===== src/rtl/sersync_pkg.sv =====
package sersync_pkg;
  localparam int ADDR_W = 7;
  localparam int DATA_W = 8;
  localparam int XFER_BITS = 1 + ADDR_W + DATA_W;
  localparam int CNT_W = $clog2(XFER_BITS);

  localparam logic [ADDR_W-1:0] ID_ADDR  = 7'h00;
  localparam logic [ADDR_W-1:0] CFG_ADDR = 7'h41;
  localparam logic [ADDR_W-1:0] SCR_BASE = 7'h42;

  typedef struct packed {
    logic [ADDR_W-1:0] addr;
    logic [DATA_W-1:0] data;
  } wr_req_t;
endpackage


===== src/rtl/sersync_sync.sv =====
module sersync_sync #(
  parameter int STAGES = 2
) (
  input  logic clk,
  input  logic rst_n,
  input  logic sclk_i,
  input  logic sdio_i,
  output logic sclk_rise,
  output logic sclk_fall,
  output logic sdio_s
);
  logic [STAGES-1:0] sck_pipe;
  logic [STAGES-1:0] sd_pipe;
  logic              sck_last;

  // serial clock idles high, so the pipe resets high to avoid a false edge
  always_ff @(posedge clk or negedge rst_n) begin
    if (!rst_n) begin
      sck_pipe <= '1;
      sd_pipe  <= '0;
      sck_last <= 1'b1;
    end else begin
      sck_pipe <= {sck_pipe[STAGES-2:0], sclk_i};
      sd_pipe  <= {sd_pipe[STAGES-2:0], sdio_i};
      sck_last <= sck_pipe[STAGES-1];
    end
  end

  assign sclk_rise = sck_pipe[STAGES-1] & ~sck_last;
  assign sclk_fall = ~sck_pipe[STAGES-1] & sck_last;
  assign sdio_s    = sd_pipe[STAGES-1];
endmodule


===== src/rtl/sersync_shifter.sv =====
module sersync_shifter
  import sersync_pkg::*;
#(
  parameter int TIMEOUT_CLKS = 2000
) (
  input  logic              clk,
  input  logic              rst_n,
  input  logic              soft_rst,
  input  logic              sclk_rise,
  input  logic              sclk_fall,
  input  logic              sdio_s,
  output logic [ADDR_W-1:0] rd_addr,
  input  logic [DATA_W-1:0] rd_data,
  output logic              wr_valid,
  output wr_req_t           wr_req,
  output logic              sdio_o,
  output logic              sdio_oe,
  output logic              armed,
  output logic [CNT_W-1:0]  bit_cnt
);
  localparam int IW = $clog2(TIMEOUT_CLKS + 1);
  localparam logic [IW-1:0] IDLE_LAST = IW'(TIMEOUT_CLKS - 1);
  localparam logic [IW-1:0] IDLE_SAT  = IW'(TIMEOUT_CLKS);
  localparam logic [CNT_W-1:0] LAST_ADDR_BIT = CNT_W'(ADDR_W);
  localparam logic [CNT_W-1:0] LAST_BIT      = CNT_W'(XFER_BITS - 1);

  logic [IW-1:0]     idle_cnt;
  logic              dir_wr;
  logic [6:0]        sr;
  logic [ADDR_W-1:0] addr_q;
  logic [DATA_W-1:0] tx_sr;
  logic              any_edge;
  logic              timeout;
  logic              in_data;

  assign any_edge = sclk_rise | sclk_fall;
  assign timeout  = !any_edge && (idle_cnt == IDLE_LAST);
  assign in_data  = bit_cnt > LAST_ADDR_BIT;
  // address is complete when the bit at LAST_ADDR_BIT arrives
  assign rd_addr  = {sr[5:0], sdio_s};

  always_ff @(posedge clk or negedge rst_n) begin
    if (!rst_n) begin
      idle_cnt <= '0;
      armed    <= 1'b0;
      bit_cnt  <= '0;
      dir_wr   <= 1'b0;
      sr       <= '0;
      addr_q   <= '0;
      tx_sr    <= '0;
      wr_valid <= 1'b0;
      wr_req   <= '0;
      sdio_o   <= 1'b0;
      sdio_oe  <= 1'b0;
    end else if (soft_rst) begin
      idle_cnt <= '0;
      armed    <= 1'b0;
      bit_cnt  <= '0;
      dir_wr   <= 1'b0;
      sr       <= '0;
      addr_q   <= '0;
      tx_sr    <= '0;
      wr_valid <= 1'b0;
      wr_req   <= '0;
      sdio_o   <= 1'b0;
      sdio_oe  <= 1'b0;
    end else begin
      wr_valid <= 1'b0;
      if (any_edge) begin
        idle_cnt <= '0;
      end else if (idle_cnt != IDLE_SAT) begin
        idle_cnt <= idle_cnt + 1'b1;
      end

      if (timeout) begin
        bit_cnt <= '0;
        armed   <= 1'b1;
        sdio_oe <= 1'b0;
      end else if (armed && sclk_rise) begin
        sr      <= {sr[5:0], sdio_s};
        bit_cnt <= (bit_cnt == LAST_BIT) ? '0 : bit_cnt + 1'b1;
        if (bit_cnt == '0) begin
          dir_wr <= sdio_s;
        end
        if (bit_cnt == LAST_ADDR_BIT) begin
          addr_q <= rd_addr;
          if (!dir_wr) begin
            tx_sr <= rd_data;
          end
        end
        if (bit_cnt == LAST_BIT) begin
          sdio_oe <= 1'b0;
          if (dir_wr) begin
            wr_valid     <= 1'b1;
            wr_req.addr  <= addr_q;
            wr_req.data  <= {sr, sdio_s};
          end
        end
      end else if (armed && sclk_fall && in_data && !dir_wr) begin
        sdio_oe <= 1'b1;
        sdio_o  <= tx_sr[DATA_W-1];
        tx_sr   <= {tx_sr[DATA_W-2:0], 1'b0};
      end
    end
  end
endmodule


===== src/rtl/sersync_regfile.sv =====
module sersync_regfile
  import sersync_pkg::*;
#(
  parameter int                NUM_SCR   = 4,
  parameter logic [DATA_W-1:0] ID_VALUE  = 8'h5A,
  parameter logic [DATA_W-1:0] CFG_RESET = 8'h00
) (
  input  logic              clk,
  input  logic              rst_n,
  input  logic              wr_valid,
  input  wr_req_t           wr_req,
  input  logic [ADDR_W-1:0] rd_addr,
  output logic [DATA_W-1:0] rd_data,
  output logic [DATA_W-1:0] cfg_o,
  output logic              soft_rst
);
  logic [DATA_W-1:0] cfg_q;
  logic [DATA_W-1:0] scr_q [NUM_SCR];

  // the top config bit is itself the soft reset strobe; it drops next cycle
  assign soft_rst = cfg_q[DATA_W-1];
  assign cfg_o    = cfg_q;

  always_ff @(posedge clk or negedge rst_n) begin
    if (!rst_n) begin
      cfg_q <= CFG_RESET;
    end else if (soft_rst) begin
      cfg_q[DATA_W-1] <= 1'b0;
    end else if (wr_valid && wr_req.addr == CFG_ADDR) begin
      cfg_q <= wr_req.data;
    end
  end

  for (genvar g = 0; g < NUM_SCR; g++) begin : g_scr
    logic [DATA_W-1:0] r;
    always_ff @(posedge clk or negedge rst_n) begin
      if (!rst_n) begin
        r <= '0;
      end else if (soft_rst) begin
        r <= '0;
      end else if (wr_valid && wr_req.addr == SCR_BASE + ADDR_W'(g)) begin
        r <= wr_req.data;
      end
    end
    assign scr_q[g] = r;
  end

  always_comb begin
    rd_data = '0;
    if (rd_addr == ID_ADDR) begin
      rd_data = ID_VALUE;
    end else if (rd_addr == CFG_ADDR) begin
      rd_data = cfg_q;
    end
    for (int i = 0; i < NUM_SCR; i++) begin
      if (rd_addr == SCR_BASE + ADDR_W'(i)) begin
        rd_data = scr_q[i];
      end
    end
  end
endmodule


===== src/rtl/sersync_settle.sv =====
module sersync_settle #(
  parameter int FRAME_CLKS    = 4000,
  parameter int SETTLE_FRAMES = 3
) (
  input  logic clk,
  input  logic rst_n,
  input  logic soft_rst,
  output logic settled
);
  localparam int FW = $clog2(FRAME_CLKS + 1);
  localparam int NW = $clog2(SETTLE_FRAMES + 1);
  localparam logic [FW-1:0] FRAME_LAST = FW'(FRAME_CLKS - 1);
  localparam logic [NW-1:0] FRAMES_DONE = NW'(SETTLE_FRAMES);

  logic [FW-1:0] clk_in_frame;
  logic [NW-1:0] frames;

  always_ff @(posedge clk or negedge rst_n) begin
    if (!rst_n) begin
      clk_in_frame <= '0;
      frames       <= '0;
    end else if (soft_rst) begin
      clk_in_frame <= '0;
      frames       <= '0;
    end else if (frames != FRAMES_DONE) begin
      if (clk_in_frame == FRAME_LAST) begin
        clk_in_frame <= '0;
        frames       <= frames + 1'b1;
      end else begin
        clk_in_frame <= clk_in_frame + 1'b1;
      end
    end
  end

  assign settled = frames == FRAMES_DONE;
endmodule


===== src/rtl/sersync_slave.sv =====
module sersync_slave
  import sersync_pkg::*;
#(
  parameter int          TIMEOUT_CLKS  = 2000,
  parameter int          FRAME_CLKS    = 4000,
  parameter int          SETTLE_FRAMES = 3,
  parameter int          NUM_SCR       = 4,
  parameter int          SYNC_STAGES   = 2,
  parameter logic [7:0]  ID_VALUE      = 8'h5A,
  parameter logic [7:0]  CFG_RESET     = 8'h00
) (
  input  logic       clk,
  input  logic       rst_n,
  input  logic       sclk_i,
  input  logic       sdio_i,
  output logic       sdio_o,
  output logic       sdio_oe,
  output logic [7:0] cfg_o,
  output logic       soft_rst_o,
  output logic       settled_o
);
  logic              sclk_rise;
  logic              sclk_fall;
  logic              sdio_s;
  logic [ADDR_W-1:0] rd_addr;
  logic [DATA_W-1:0] rd_data;
  logic              wr_valid;
  wr_req_t           wr_req;
  logic              soft_rst;
  logic              armed_w;
  logic [CNT_W-1:0]  bit_cnt_w;

  sersync_sync #(.STAGES(SYNC_STAGES)) u_sync (
    .clk       (clk),
    .rst_n     (rst_n),
    .sclk_i    (sclk_i),
    .sdio_i    (sdio_i),
    .sclk_rise (sclk_rise),
    .sclk_fall (sclk_fall),
    .sdio_s    (sdio_s)
  );

  sersync_shifter #(.TIMEOUT_CLKS(TIMEOUT_CLKS)) u_shift (
    .clk       (clk),
    .rst_n     (rst_n),
    .soft_rst  (soft_rst),
    .sclk_rise (sclk_rise),
    .sclk_fall (sclk_fall),
    .sdio_s    (sdio_s),
    .rd_addr   (rd_addr),
    .rd_data   (rd_data),
    .wr_valid  (wr_valid),
    .wr_req    (wr_req),
    .sdio_o    (sdio_o),
    .sdio_oe   (sdio_oe),
    .armed     (armed_w),
    .bit_cnt   (bit_cnt_w)
  );

  sersync_regfile #(
    .NUM_SCR   (NUM_SCR),
    .ID_VALUE  (ID_VALUE),
    .CFG_RESET (CFG_RESET)
  ) u_regs (
    .clk      (clk),
    .rst_n    (rst_n),
    .wr_valid (wr_valid),
    .wr_req   (wr_req),
    .rd_addr  (rd_addr),
    .rd_data  (rd_data),
    .cfg_o    (cfg_o),
    .soft_rst (soft_rst)
  );

  sersync_settle #(
    .FRAME_CLKS    (FRAME_CLKS),
    .SETTLE_FRAMES (SETTLE_FRAMES)
  ) u_settle (
    .clk      (clk),
    .rst_n    (rst_n),
    .soft_rst (soft_rst),
    .settled  (settled_o)
  );

  assign soft_rst_o = soft_rst;
endmodule


===== config.mk =====
export PLATFORM = sky130hd
export DESIGN_NAME = sersync_slave
export DESIGN_NICKNAME = d
export VERILOG_FILES = /design/src/rtl/sersync_pkg.sv /design/src/rtl/sersync_sync.sv /design/src/rtl/sersync_shifter.sv /design/src/rtl/sersync_regfile.sv /design/src/rtl/sersync_settle.sv /design/src/rtl/sersync_slave.sv
export SDC_FILE = /design/constraint.sdc
export NUM_CORES = 1
export LEC_CHECK = 0
export CAP_MARGIN = 15
export CORE_MARGIN = 3
export CORE_UTILIZATION = 40
export DETAILED_ROUTE_END_ITERATION = 8
export GPL_ROUTABILITY_DRIVEN = 0
export PLACE_DENSITY = 0.6
export SLEW_MARGIN = 20
export SYNTH_ARGS = -nofsm -noshare
export SYNTH_HDL_FRONTEND = slang
export SYNTH_SLANG_ARGS = --single-unit
export TNS_END_PERCENT = 10

===== constraint.sdc =====
create_clock -name clk -period 2.6 [get_ports clk]
set_input_delay 0.65 -clock clk [delete_from_list [all_inputs] [get_ports clk]]
set_output_delay 0.65 -clock clk [all_outputs]
set_load 0.005 [all_outputs]

==> qor.csv <==
stage;metric;value;unit
global_routing;busiest_layer;met2;
clocking;cts_resized;0;
synth;synth_xor_area_frac;0.0250;
drt;antenna_left;0;
timing;max-slew-margin-rel;0.621;
timing;finalHoldViolCount;0;
layout;area_growth;17.3;%
critical_path;crit_path_top_delay_cell;clkdlybuf4s50_1;
timing;min_period_over_period;0.873;
critical_path;slowest_delay;0.56;ns
drt;first_pass_iters;4;
synth;synth-compound-area-share;0.106;
global_routing;grt_pass1_vias;4218;
clocking;clkTransAtPathRegs;0.05;ns
synth;synth_top_family_by_area;simple AND/OR/NAND/NOR gates;
clocking;clock_latency;0.42;ns
clocking;ctsRootBufferMaster;clkbuf_16;
layout;nets;600;
timing;worst_slew_pin_slew;0.567;ns
timing;rsz0062_at_grt;no;
synth;synth_seq_cells;116;
critical_path;start_kind;register;
timing;fmax;440;MHz
timing;setup-violations-final;0;
global_routing;grt.overflow.total;0;
synth;ys_seq_area_frac;0.518;
drt;drc;0;
status;status;finished, final reports clean;
floorplanning;die_w;124;um
synth;yosysWarnings;0;
synth;synth_cell_type_count;58;
critical_path;cp_cell_sequence;ha_1, clkdlybuf4s50_1;
timing;fin_hold_ws;0.185;ns
synth;synth_edf_count;0;
drt;wl_per_cell;16.3;um
drt;drt-initial-drc-count;438;
layout;final_layout_size_suffix_gt1_frac;0.126;
synth;syn_area;5610;sq um
clocking;cts_buffer_depth;2;
critical_path;cp.arrival;1.62;ns
critical_path;cp-end-kind;output port;
floorplanning;start_util;0.417;
synth;synth_ff_type;dfrtp_1;
job;drv_cap;0;
timing;setup_tns;0;ns
floorplanning;coreArea;13500;sq um
power_and_ir_drop;power_density;652;nW/um^2
drt;wl;12700;um
clocking;ctsHoldBuffers;0;
global_routing;gr-usage-met1;0.239;
floorplanning;die_area;15500;sq um
drt;vias;4173;
critical_path;worstPathRequired;1.95;ns
place;place_hpwl;8290;um
synth;synthMuxAreaShare;0.0897;
critical_path;worst-path-buf-inv;1;
worst_hold_path;hold_path_class;input pin to asynchronous set/reset pin;
critical_path;crit_family;buffers and inverters;
power_and_ir_drop;p_leak;0.00302;uW
synth;avgSynthCellArea;9.89;sq um
global_routing;grt_usage;0.173;
synth;synth-adder-area-share;0.0178;
timing;min_period;2.27;ns
synth;synthArstFlopShare;1.00;
clocking;htreeDepth;4;
synth;synth_cells;567;
global_routing;grt_max_degree;53;
drt;viasPerCell;5.37;
clocking;clock_sinks;116;
place;portBuffers;15;
synth;synth_fp_nets;579;
critical_path;critical_path_class;register to output port;
timing;drv_slew;0;
global_routing;use_met3;0.0369;
floorplanning;dieHeight;124;um
layout;antenna_cells;0;
critical_path;cp_max_fo;7;
timing;fin_worst_skew;0.0102;ns
synth;synthSimpleGateAreaFrac;0.207;
clocking;post_cts_buffers;0;
floorplanning;rows;42;
global_routing;grt_pass1_wl;21700;um
global_routing;grt_use_met2;0.263;
global_routing;antenna_found_initial;0;
power_and_ir_drop;peakVddDrop;0.000407;V
clocking;cts_tree;yes;
floorplanning;pin_count;16;
clocking;cts-buffers-inserted;17;
==> path summary, 6_finish.rpt <==
check	startpoint	endpoint	slack [ns]	depth (start not counted)
min in group clk	u_sync.sd_pipe[0]	u_sync.sd_pipe[1]	0.35	0
worst max register to register	u_sync.sck_last	u_shift.tx_sr[1]	0.36	8
max in group asynchronous	rst_n	u_sync.sck_pipe[1]	1.72	2
worst min register to register	u_sync.sd_pipe[0]	u_sync.sd_pipe[1]	0.35	0
worst min-delay path	rst_n	u_regs.cfg_o[3]	0.18	1
worst max-delay path	u_settle.frames[0]	settled_o	0.33	2
==> metal layers <==
metal	wire (um)	vias to the layer above	part of all wire
li1	-	2004	-
met1	5920	2047	0.47
met2	5940	106	0.47
met3	628	16	0.049
met4	211	0	0.017
met5	0	-	0
==> kinds of logic after synthesis <==
logic type / count (synthesis)
and+or+nand+nor: 239
DFF: 116
AOI/OAI and AO/OA: 94
muxes: 49
buffers and inverters: 45
xor gates and xnor gates: 16
adders and majority gates: 8
==> worst register-to-register path: stages, from the launching register on <==
cell,delay (ns)
dfstp_2,0.52
inv_1,0.04
ha_1,0.28
nand2b_1,0.08
or4_1,0.52
buf_4,0.22
nand2_4,0.10
nor2b_1,0.13
a32o_1,0.25
==> cell type report <==
class,count,area (sq um)
Inverter,12,45.0
Tap cell,176,220
Timing Repair Buffer,35,310
Fill cell,1245,6880
Multi-Input combinational cell,406,2500
Clock inverter,10,131
Clock buffer,22,464
Sequential cell,116,2910
==> state kept, by name (all words and copies together) (netlist names), 4 cells and up <==
name                   flops
u_shift.wr_req            15
u_regs.cfg_o               8
u_shift.addr_q             7
u_shift.idle_cnt          11
u_shift.sr                 7
u_shift.tx_sr              8
u_shift.bit_cnt            4
u_regs.g_scr.r            32
u_settle.clk_in_frame     12
==> synthesized netlist by cell type (3+ instances only) <==
master	n	share of area
nand4_1	5	0.0056
or4_1	4	0.0054
nor4_1	3	0.0033
clkbuf_1	19	0.013
o221ai_1	4	0.0062
buf_2	7	0.0062
o2111ai_1	4	0.0062
inv_1	12	0.0080
nand3b_1	6	0.0080
ha_1	8	0.018
o21ai_0	15	0.013
a21oi_1	49	0.044
nand3_1	21	0.019
mux2_2	9	0.018
nand2b_1	7	0.0078
nor2_1	72	0.048
nor3_1	4	0.0036
dfstp_2	3	0.014
o31ai_1	3	0.0040
xnor2_1	8	0.012
a22o_1	3	0.0047
buf_4	3	0.0040
nor2b_1	14	0.016
mux2i_1	39	0.070
dfrtp_1	113	0.50
a32o_1	4	0.0071
xor2_1	8	0.012
nand2_1	79	0.053
==> stage by stage <==
stage	worst slack, ns	instances	util	instance area [sq um]	total power [uW]
6_report	0.329	777	0.489	6580	4290
5_1_grt	0.224	777	0.489	6580	4430
4_1_cts	0.300	777	0.489	6580	4340
3_5_place_dp	0.362	745	0.445	5980	1960
3_3_place_gp	0.419	745	0.445	5980	1960
2_1_floorplan	0.495	567	-	5610	1900
==> cells in the final DEF (no fill, tap or decap), types with 3 or more instances in the layout <==
cell type,n
dfrtp_1,112
nand2_1,79
nor2_1,72
a21oi_1,49
mux2i_1,39
nand3_1,21
buf_4,20
clkbuf_16,17
o21ai_0,15
nor2b_1,14
clkdlybuf4s50_1,14
inv_1,12
mux2_2,9
xor2_1,8
xnor2_1,8
ha_1,8
nand2b_1,7
nand3b_1,6
nand4_1,5
clkinv_2,5
or4_1,4
nor3_1,4
o221ai_1,4
o2111ai_1,4
a32o_1,4
nor4_1,3
o31ai_1,3
a22o_1,3
bufinv_16,3
clkbuf_1,3
dfstp_2,3
==> power breakdown <==
group | internal (uW) | switching, uW | leakage [uW] | total (uW)
sequential | 1820 | 14.1 | 0.00159 | 1830
combinational | 29.6 | 64.4 | 0.00114 | 94.1
clock | 1550 | 810 | 0.000294 | 2360
total | 3400 | 889 | 0.00302 | 4290
(Power assumes the default switching activity.)
